--- src/rtl/uart_echo_pkg.sv ---
package uart_echo_pkg;

    typedef enum logic [1:0] {
        RX_IDLE  = 2'd0,
        RX_START = 2'd1,
        RX_DATA  = 2'd2,
        RX_STOP  = 2'd3
    } rx_state_e;

    typedef enum logic [1:0] {
        TX_IDLE  = 2'd0,
        TX_START = 2'd1,
        TX_DATA  = 2'd2,
        TX_STOP  = 2'd3
    } tx_state_e;

endpackage

--- src/rtl/uart_echo_sync.sv ---
module uart_echo_sync #(
    parameter int   STAGES    = 2,
    parameter logic RESET_VAL = 1'b1
) (
    input  logic clk,
    input  logic rst_n,
    input  logic din,
    output logic dout
);

    logic [STAGES-1:0] sync_d;
    logic [STAGES-1:0] sync_q;

    generate
        if (STAGES == 1) begin : g_single
            always_comb sync_d = din;
        end else begin : g_chain
            always_comb sync_d = {sync_q[STAGES-2:0], din};
        end
    endgenerate

    always_ff @(posedge clk or negedge rst_n) begin
        if (!rst_n) sync_q <= {STAGES{RESET_VAL}};
        else        sync_q <= sync_d;
    end

    assign dout = sync_q[STAGES-1];

endmodule

--- src/rtl/uart_echo_rx.sv ---
module uart_echo_rx
    import uart_echo_pkg::*;
#(
    parameter int BIT_CYCLES = 434,
    parameter int DATA_BITS  = 8
) (
    input  logic                 clk,
    input  logic                 rst_n,
    input  logic                 rx_line,
    output logic [DATA_BITS-1:0] byte_out,
    output logic                 byte_done
);

    localparam int CNT_W = $clog2(BIT_CYCLES);
    localparam int IDX_W = (DATA_BITS > 1) ? $clog2(DATA_BITS) : 1;
    localparam logic [CNT_W-1:0] BIT_LAST  = CNT_W'(BIT_CYCLES - 1);
    localparam logic [CNT_W-1:0] HALF_LAST = CNT_W'(BIT_CYCLES / 2 - 1);
    localparam logic [IDX_W-1:0] IDX_LAST  = IDX_W'(DATA_BITS - 1);

    typedef struct packed {
        rx_state_e            st;
        logic [CNT_W-1:0]     cnt;
        logic [IDX_W-1:0]     idx;
        logic [DATA_BITS-1:0] sh;
        logic                 done;
    } rx_regs_t;

    localparam rx_regs_t RX_RESET = '{
        st:   RX_IDLE,
        cnt:  '0,
        idx:  '0,
        sh:   '0,
        done: 1'b0
    };

    rx_regs_t rx_d;
    rx_regs_t rx_q;

    always_comb begin
        rx_d      = rx_q;
        rx_d.done = 1'b0;
        rx_d.cnt  = rx_q.cnt + 1'b1;
        unique case (rx_q.st)
            RX_IDLE: begin
                rx_d.cnt = '0;
                if (!rx_line) rx_d.st = RX_START;
            end
            RX_START: begin
                // re-check the start bit half a period in
                if (rx_q.cnt == HALF_LAST) begin
                    rx_d.cnt = '0;
                    rx_d.idx = '0;
                    rx_d.st  = rx_line ? RX_IDLE : RX_DATA;
                end
            end
            RX_DATA: begin
                if (rx_q.cnt == BIT_LAST) begin
                    rx_d.cnt = '0;
                    rx_d.sh  = {rx_line, rx_q.sh[DATA_BITS-1:1]};
                    if (rx_q.idx == IDX_LAST) rx_d.st  = RX_STOP;
                    else                      rx_d.idx = rx_q.idx + 1'b1;
                end
            end
            RX_STOP: begin
                // stop level is not examined
                if (rx_q.cnt == BIT_LAST) begin
                    rx_d.cnt  = '0;
                    rx_d.st   = RX_IDLE;
                    rx_d.done = 1'b1;
                end
            end
            default: rx_d = RX_RESET;
        endcase
    end

    always_ff @(posedge clk or negedge rst_n) begin
        if (!rst_n) rx_q <= RX_RESET;
        else        rx_q <= rx_d;
    end

    assign byte_out  = rx_q.sh;
    assign byte_done = rx_q.done;

endmodule

--- src/rtl/uart_echo_mbox.sv ---
module uart_echo_mbox #(
    parameter int DATA_BITS = 8
) (
    input  logic                 clk,
    input  logic                 rst_n,
    input  logic                 load,
    input  logic [DATA_BITS-1:0] load_byte,
    input  logic                 take,
    output logic                 pending,
    output logic [DATA_BITS-1:0] held_byte
);

    typedef struct packed {
        logic                 pend;
        logic [DATA_BITS-1:0] held;
    } mbox_regs_t;

    mbox_regs_t mb_d;
    mbox_regs_t mb_q;

    always_comb begin
        mb_d = mb_q;
        if (load) begin
            // a new byte always wins, replacing anything still held
            mb_d.held = load_byte;
            mb_d.pend = 1'b1;
        end else if (take) begin
            mb_d.pend = 1'b0;
        end
    end

    always_ff @(posedge clk or negedge rst_n) begin
        if (!rst_n) mb_q <= '0;
        else        mb_q <= mb_d;
    end

    assign pending   = mb_q.pend;
    assign held_byte = mb_q.held;

endmodule

--- src/rtl/uart_echo_tx.sv ---
module uart_echo_tx
    import uart_echo_pkg::*;
#(
    parameter int BIT_CYCLES = 434,
    parameter int DATA_BITS  = 8
) (
    input  logic                 clk,
    input  logic                 rst_n,
    input  logic                 pending,
    input  logic [DATA_BITS-1:0] held_byte,
    output logic                 take,
    output logic                 busy,
    output logic                 tx_line
);

    localparam int CNT_W = $clog2(BIT_CYCLES);
    localparam int IDX_W = (DATA_BITS > 1) ? $clog2(DATA_BITS) : 1;
    localparam logic [CNT_W-1:0] BIT_LAST = CNT_W'(BIT_CYCLES - 1);
    localparam logic [IDX_W-1:0] IDX_LAST = IDX_W'(DATA_BITS - 1);

    typedef struct packed {
        tx_state_e            st;
        logic [CNT_W-1:0]     cnt;
        logic [IDX_W-1:0]     idx;
        logic [DATA_BITS-1:0] sh;
        logic                 line;
    } tx_regs_t;

    localparam tx_regs_t TX_RESET = '{
        st:   TX_IDLE,
        cnt:  '0,
        idx:  '0,
        sh:   '0,
        line: 1'b1
    };

    tx_regs_t tx_d;
    tx_regs_t tx_q;
    logic     take_w;

    always_comb begin
        tx_d   = tx_q;
        take_w = 1'b0;
        tx_d.cnt = tx_q.cnt + 1'b1;
        unique case (tx_q.st)
            TX_IDLE: begin
                tx_d.cnt  = '0;
                tx_d.line = 1'b1;
                if (pending) begin
                    take_w    = 1'b1;
                    tx_d.sh   = held_byte;
                    tx_d.st   = TX_START;
                    tx_d.line = 1'b0;
                end
            end
            TX_START: begin
                if (tx_q.cnt == BIT_LAST) begin
                    tx_d.cnt  = '0;
                    tx_d.idx  = '0;
                    tx_d.st   = TX_DATA;
                    tx_d.line = tx_q.sh[0];
                end
            end
            TX_DATA: begin
                if (tx_q.cnt == BIT_LAST) begin
                    tx_d.cnt = '0;
                    if (tx_q.idx == IDX_LAST) begin
                        tx_d.st   = TX_STOP;
                        tx_d.line = 1'b1;
                    end else begin
                        tx_d.idx  = tx_q.idx + 1'b1;
                        tx_d.sh   = {1'b0, tx_q.sh[DATA_BITS-1:1]};
                        tx_d.line = tx_q.sh[1];
                    end
                end
            end
            TX_STOP: begin
                if (tx_q.cnt == BIT_LAST) begin
                    tx_d.cnt = '0;
                    tx_d.st  = TX_IDLE;
                end
            end
            default: tx_d = TX_RESET;
        endcase
    end

    always_ff @(posedge clk or negedge rst_n) begin
        if (!rst_n) tx_q <= TX_RESET;
        else        tx_q <= tx_d;
    end

    assign take    = take_w;
    assign busy    = (tx_q.st != TX_IDLE);
    assign tx_line = tx_q.line;

endmodule

--- src/rtl/uart_echo.sv ---
module uart_echo #(
    parameter int CLK_HZ      = 50_000_000,
    parameter int BAUD        = 115_200,
    parameter int DATA_BITS   = 8,
    parameter int SYNC_STAGES = 2
) (
    input  logic clk,
    input  logic rst_n,
    input  logic rxd,
    output logic txd
);

    localparam int BIT_CYCLES = CLK_HZ / BAUD;

    logic                 rx_sync;
    logic [DATA_BITS-1:0] rx_byte;
    logic                 rx_done;
    logic                 mb_pending;
    logic [DATA_BITS-1:0] mb_byte;
    logic                 tx_take;
    logic                 tx_busy;

    uart_echo_sync #(
        .STAGES    (SYNC_STAGES),
        .RESET_VAL (1'b1)
    ) u_sync (
        .clk   (clk),
        .rst_n (rst_n),
        .din   (rxd),
        .dout  (rx_sync)
    );

    uart_echo_rx #(
        .BIT_CYCLES (BIT_CYCLES),
        .DATA_BITS  (DATA_BITS)
    ) u_rx (
        .clk       (clk),
        .rst_n     (rst_n),
        .rx_line   (rx_sync),
        .byte_out  (rx_byte),
        .byte_done (rx_done)
    );

    uart_echo_mbox #(
        .DATA_BITS (DATA_BITS)
    ) u_mbox (
        .clk       (clk),
        .rst_n     (rst_n),
        .load      (rx_done),
        .load_byte (rx_byte),
        .take      (tx_take),
        .pending   (mb_pending),
        .held_byte (mb_byte)
    );

    uart_echo_tx #(
        .BIT_CYCLES (BIT_CYCLES),
        .DATA_BITS  (DATA_BITS)
    ) u_tx (
        .clk       (clk),
        .rst_n     (rst_n),
        .pending   (mb_pending),
        .held_byte (mb_byte),
        .take      (tx_take),
        .busy      (tx_busy),
        .tx_line   (txd)
    );

endmodule

--- config.mk ---
export PLATFORM = sky130hd
export DESIGN_NAME = uart_echo
export DESIGN_NICKNAME = d
export VERILOG_FILES = /design/src/rtl/uart_echo_pkg.sv /design/src/rtl/uart_echo_sync.sv /design/src/rtl/uart_echo_rx.sv /design/src/rtl/uart_echo_mbox.sv /design/src/rtl/uart_echo_tx.sv /design/src/rtl/uart_echo.sv
export SDC_FILE = /design/constraint.sdc
export NUM_CORES = 1
export LEC_CHECK = 0
export BUFFER_PORTS_ARGS = -buffer_cell sky130_fd_sc_hd__buf_2
export CORE_ASPECT_RATIO = 0.6
export CORE_UTILIZATION = 56
export DETAILED_ROUTE_END_ITERATION = 10
export PLACE_DENSITY = 0.78
export SLEW_MARGIN = 20
export SYNTH_ARGS = -nofsm -noshare
export SYNTH_HDL_FRONTEND = slang
export SYNTH_SLANG_ARGS = --single-unit
--- constraint.sdc ---
create_clock -name clk -period 1.9 [get_ports clk]
set_input_delay 0.095 -clock clk [delete_from_list [all_inputs] [get_ports clk]]
set_output_delay 0.095 -clock clk [all_outputs]
set_load 0.02 [all_outputs]
# Yosys cells after proc, flatten, opt, wreduce, memory -nomap -nowiden
# Cells that the tools add are included.
# Widths: inputs -> output; s select.
totals:
  elab_cells: 82
  ff_bits: 57
op_classes:
  mux: 28
  add_sub_neg: 4
  eq_ne: 23
  reduce_logical: 14
op_table:
  columns: ["operator", "n"]
  rows:
  - ["$pmux 11 s4", 2]
  - ["$mux 11", 3]
  - ["$mux 14", 2]
  - ["$mux 23", 1]
  - ["$mux 22", 1]
  - ["$add 9x1->9 const B", 2]
  - ["$eq 9x9->1 const B", 2]
  - ["$ne 2x1->1 const B", 8]
  - ["$pmux 8 s2", 1]
  - ["$pmux 3 s2", 2]
  - ["$reduce_and 4->1", 3]
  - ["$mux 2", 5]
  - ["$reduce_and 5->1", 2]
  - ["$eq 9x8->1 const B", 1]
  - ["$mux 9", 1]
  - ["$eq 2x2->1 const B", 4]
  - ["$mux 1", 8]
  - ["$ne 2x2->1 const B", 4]
  - ["$reduce_bool 2->1", 4]
  - ["$add 3x1->3 const B", 2]
  - ["$eq 3x3->1 const B", 2]
  - ["$eq 2x1->1 const B", 2]
  - ["$logic_not 2->1", 2]
  - ["$mux 3", 1]
  - ["other kinds (4)", 4]

# Longest topological paths before layout
logic_depth:
  ltp_word: 4
  depth_mapped: 7
  depth_no_buf: 6

# By module
# From an unflattened synthesis, not the netlist that was laid out.
unflattened:
  hier_cells: 247
  hier_area_um2: 2971.6
modules_own_cells:
  columns: ["mod", "seq_area_each_um2", "cells_each", "area_each_um2", "instances"]
  rows:
  - ["uart_echo_tx", 576.8, 120, 1367.6, 1]
  - ["uart_echo_rx", 575.6, 105, 1182.4, 1]
  - ["uart_echo_mbox", 225.2, 20, 369.1, 1]
  - ["uart_echo_sync", 52.6, 2, 52.6, 1]

# Worst setup path after synthesis
# No wires, ideal clock.
synth_path:
  path_type: "register to register"
  startpoint: "reg u_tx.tx_q[21] (netlist name)"
  endpoint: "reg u_tx.tx_q[1] (netlist name)"
  required_time_ps: 1775
  path_slack_ps: 54
  setup_time_ps: 125
  stages_incl_launch_ff: 8
  t_arrival_ps: 1721
  path_cell_list: "dfrtp_1 -> inv_1 -> ha_1 -> buf_2 -> inv_1 -> and3_1 -> a31oi_2 -> mux2_2"
synth_via:
  elab_chain_cells: 3
  elab_cells_between_ends: 8
synth_lines:
  columns: ["item", "line", "source"]
  rows:
  - ["from (decl)", "uart_echo_tx.sv:38", "tx_regs_t tx_q;"]
  - ["from (signal assigned)", "uart_echo_tx.sv:89", "else tx_q <= tx_d;"]
  - ["$eq 2x2->1 or $logic_not 2->1 (tied branches)", "uart_echo_tx.sv:45", "unique case (tx_q.st)"]
  - ["$ne 2x2->1 (no source line), or another cell as far along", null, null]
  - ["$reduce_and 4->1 (no source line)", null, null]
# Parallel ways exist; a longest one is shown, timed or not.
# A chain may end at the register's enable or synchronous reset.

# Final worst setup path
layout_path:
  startpoint: "reg u_tx.tx_q[12] (netlist name)"
  endpoint: "reg u_tx.tx_q[7] (netlist name)"
layout_via:
  elab_chain_cells: 3
layout_lines:
  columns: ["item", "line", "source"]
  rows:
  - ["$eq 9x9->1", "uart_echo_tx.sv:65", "if (tx_q.cnt == BIT_LAST) begin"]
  - ["$ne 2x1->1 (no source line)", null, null]
  - ["$reduce_and 4->1 (no source line)", null, null]
# No other way between the ends.

==> metrics.md <==
| Metric | Value |
|---|---|
| Status | finished clean |
| CTS Buffer Depth | 2 |
| Hold Slack | roughly 0.25 ns |
| Leak | 0.00152 uW |
| Crit-path max FO | 7 |
| Final clock skew | around 0.0065 ns |
| TritonCTS clock tree | done |
| Final slew viol count | 0 |
| Pre-CTS setup slack | ~0.06 ns |
| Final setup fails | 0 |
| Peak supply drop | between 0.4 and 0.5 mV |
| Share of cells above drive strength 1 | roughly 29% |
| Syn Inst Count | ~230 |
| Startpoint Class | register |
| Flops & latches, synth | 57 |
| Arrival time at the worst endpoint | 2.03 ns |
| Initial antenna violation count | 0 |
| Clock Latency Late Sink | 0.34 ns |
| Sequential share of the synthesized area | between 50% and 60% |
| Reg clk slew, reported paths | about 0.070 ns |
| Pwr Total | around 2800 uW |
| Cell Rows | 19 |
| CP Data Required Time | around 2.1 ns |
| DIE WIDTH | roughly 90 um |
| Cell variety after synth | 47 |
| Worst path cell trace | ha_1, nand4b_1, nor4_4, buf_4, buf_4, a32o_1, mux2_2 |
| Die ar. | ~5200 um^2 |
| Final setup TNS | 0 ns |
| First-pass GRT wire length | around 9000 um |
| Area contributors post-synth | dfrtp_1 (49%), mux2_2 (10%), ha_1 (6.3%) |
| Total gr overflow | 0 |
| Tightest Pin Transition | 0.492 ns |
| Drt drc | 0 |
| All-Layer GR Usage | 23.0% |
| Largest net degree at the start of global routing | 39 |
| CTS sink count | 57 |
| Layout area overhead | 17.1% |
| Nets | between 200 and 300 |
| Slew margin rel. | between 60 and 70% |
| Non-Filler Instances | 320 |
| Mean post-synth cell area | between 10 and 15 um^2 |
| Max stage delay on crit path | just over 0.4 ns |
| Cell area after synthesis | between 2000 and 3000 um^2 |
| Synth Flop Type | dfrtp_1 |
| PwrDens | approximately 870 nW/um^2 |
| CTS buffer count | 9 |
| H-tree Lvls | 3 |
| Asr flop ratio synth | 100% |
| Number of port buffers | 3 |
| Fmax | approximately 550 MHz |
| DRC violation total after the first TritonRoute iteration | between 100 and 150 |
| Clock period minus worst slack | 1.81 ns |
| Number of global-route vias before repair | roughly 1800 |
| RSZ-0062 raised after global routing | no |
| Final ANT Viol Nets | 0 |
| Worst Hold Class | input pin to asynchronous set/reset pin |
| Die H | around 56 um |
| Clk root buf | clkbuf_8 |
| IO Pins | 4 |
| Vias | ~1800 |
| Fin crit share | 95.0% |
| Crit end category | register |
| Antenna Cells | 0 |
| Placed Cells | 301 |
| Net count after synthesis | around 250 |
| Top cell type by total area after synthesis | dfrtp_1 |
| Synth warn | 0 |
| Routed WL | ~5100 um |
| Area fraction of the dominant cell type after synthesis | between 40% and 50% |
| Crit Path Class | register to register |
| Drt pass-1 iters | 4 |
| GPL Wtd Cong | 0.830 |
| Cell mode on critical path | buf_4 |
| Core area | 4660 um^2 |
| Wire per inst | roughly 16 um |
| Starting Density | between 50 and 60% |
| Hpwl dp | 3440 um |
| Post-synth EDFFs | 0 |
| Maxcap violations | 0 |
| Final WS setup | about 0.094 ns |
| Worst path slowest cell | dfrtp_1 |
| Via density | 5.71 |
| Final Hold Fails | 0 |
## where the power goes
part	internal, uW	switching, uW
Combinational	8.71	25.4
Clock	1070	478
Sequential	1220	1.16
Total	2300	504
## synth_stat cells, drive strengths merged, types with 4 or more instances
| library cell | number |
|---|---|
| xnor2 | 9 |
| nor2 | 27 |
| ha | 14 |
| dfrtp | 54 |
| a22o | 5 |
| nand3 | 6 |
| a32o | 7 |
| inv | 9 |
| xor2 | 5 |
| nand2b | 4 |
| nand2 | 10 |
| clkbuf | 4 |
| buf | 4 |
| o21ai | 7 |
| mux2 | 26 |
| nor3 | 6 |
## worst max-delay path: cells and delay by family (launching register included)
| kind | cells | cell delay [ns] |
|---|---|---|
| flops | 1 | 0.41 |
| compound gates | 1 | 0.26 |
| mux | 1 | 0.26 |
| buf+inv | 2 | 0.33 |
| fa+ha+maj | 1 | 0.21 |
| simple gates | 2 | 0.23 |
## state kept, by name, summed over array words and instances (netlist names)
register          count
u_tx.tx_line          1
u_sync.sync_q         2
u_mbox.pending        1
u_rx.rx_q            14
u_tx.tx_q            22
u_mbox.held_byte      8
u_rx.byte_done        1
u_rx.byte_out         8
## final cells by class
class | instances | area [um^2]
sequential | 57 | 1430
inverter | 9 | 33.8
multi-input combinational | 158 | 1270
clock buffer | 11 | 151
tap | 63 | 78.8
clock inverter | 5 | 125
fill | 363 | 1420
timing repair buffer | 17 | 141
## through the flow
step | instance area [um^2] | util (%)
finish | 3240 | 69.4
detailed placement | 2920 | 62.6
CTS | 3210 | 69.0
global placement | 2920 | 62.6
floorplan | 2760 | -
global route | 3240 | 69.4
## worst paths after layout
kind	from	end	slack, ns	depth (start not counted)
min in group clk	u_sync.sync_q[0]	u_sync.sync_q[1]	0.36	0
max in group asynchronous	rst_n	u_tx.tx_line	1.02	3
hold / removal	rst_n	u_rx.rx_q[14]	0.25	2
setup reg to reg	u_tx.tx_q[12]	u_tx.tx_q[7]	0.09	7
setup / recovery	u_tx.tx_q[12]	u_tx.tx_q[7]	0.09	7
hold reg to reg	u_sync.sync_q[0]	u_sync.sync_q[1]	0.36	0
## cell usage in the layout, fill, tap and decap left out, types with 3 or more instances in the layout
master,instances
a22o_1,3
nand2b_1,4
mux2_2,25
dfstp_2,3
nor2_1,26
and4bb_2,3
nand2_1,9
clkbuf_8,11
a32o_1,7
buf_2,3
nor2b_1,3
bufinv_16,4
xor2_1,5
ha_1,13
xnor2_1,9
buf_4,10
dfrtp_1,54
inv_1,9
nand3_1,6
nor3_1,6
mux2i_1,3
o21ai_0,6
## kinds of logic (layout without fill, tap and decap cells)
group	Yosys count	after routing	share of synthesized area (%)
xor gates and xnor gates	14	14	4.44
AOI/OAI and AO/OA	30	30	8.83
muxes	29	29	11.7
adders and majority gates	14	14	6.34
buffers and inverters	17	42	2.49
and+or+nand+nor	71	71	14.4
DFF	57	57	51.8
## timing repair
| item | in CTS | in global routing |
|---|---|---|
| resized for setup | 0 | 4 |
| setup endpoints to repair | 0 | 18 |
| buffers inserted | 0 | 1 |
| hold buffers | 2 | 0 |
| endpoints found under the hold margin | 18 | 0 |
## routing by layer
layer | wire length (um) | share of wire, % | up-vias | global-route usage [%]
met4 | 18 | 0.35 | 0 | 6.59
met5 | 0 | 0 | - | 0
met3 | 283 | 5.6 | 2 | 9.76
met1 | 2660 | 52 | 923 | 33.6
met2 | 2130 | 42 | 41 | 31.2
li1 | - | - | 860 | -
Power figures use the tool's default switching activity.
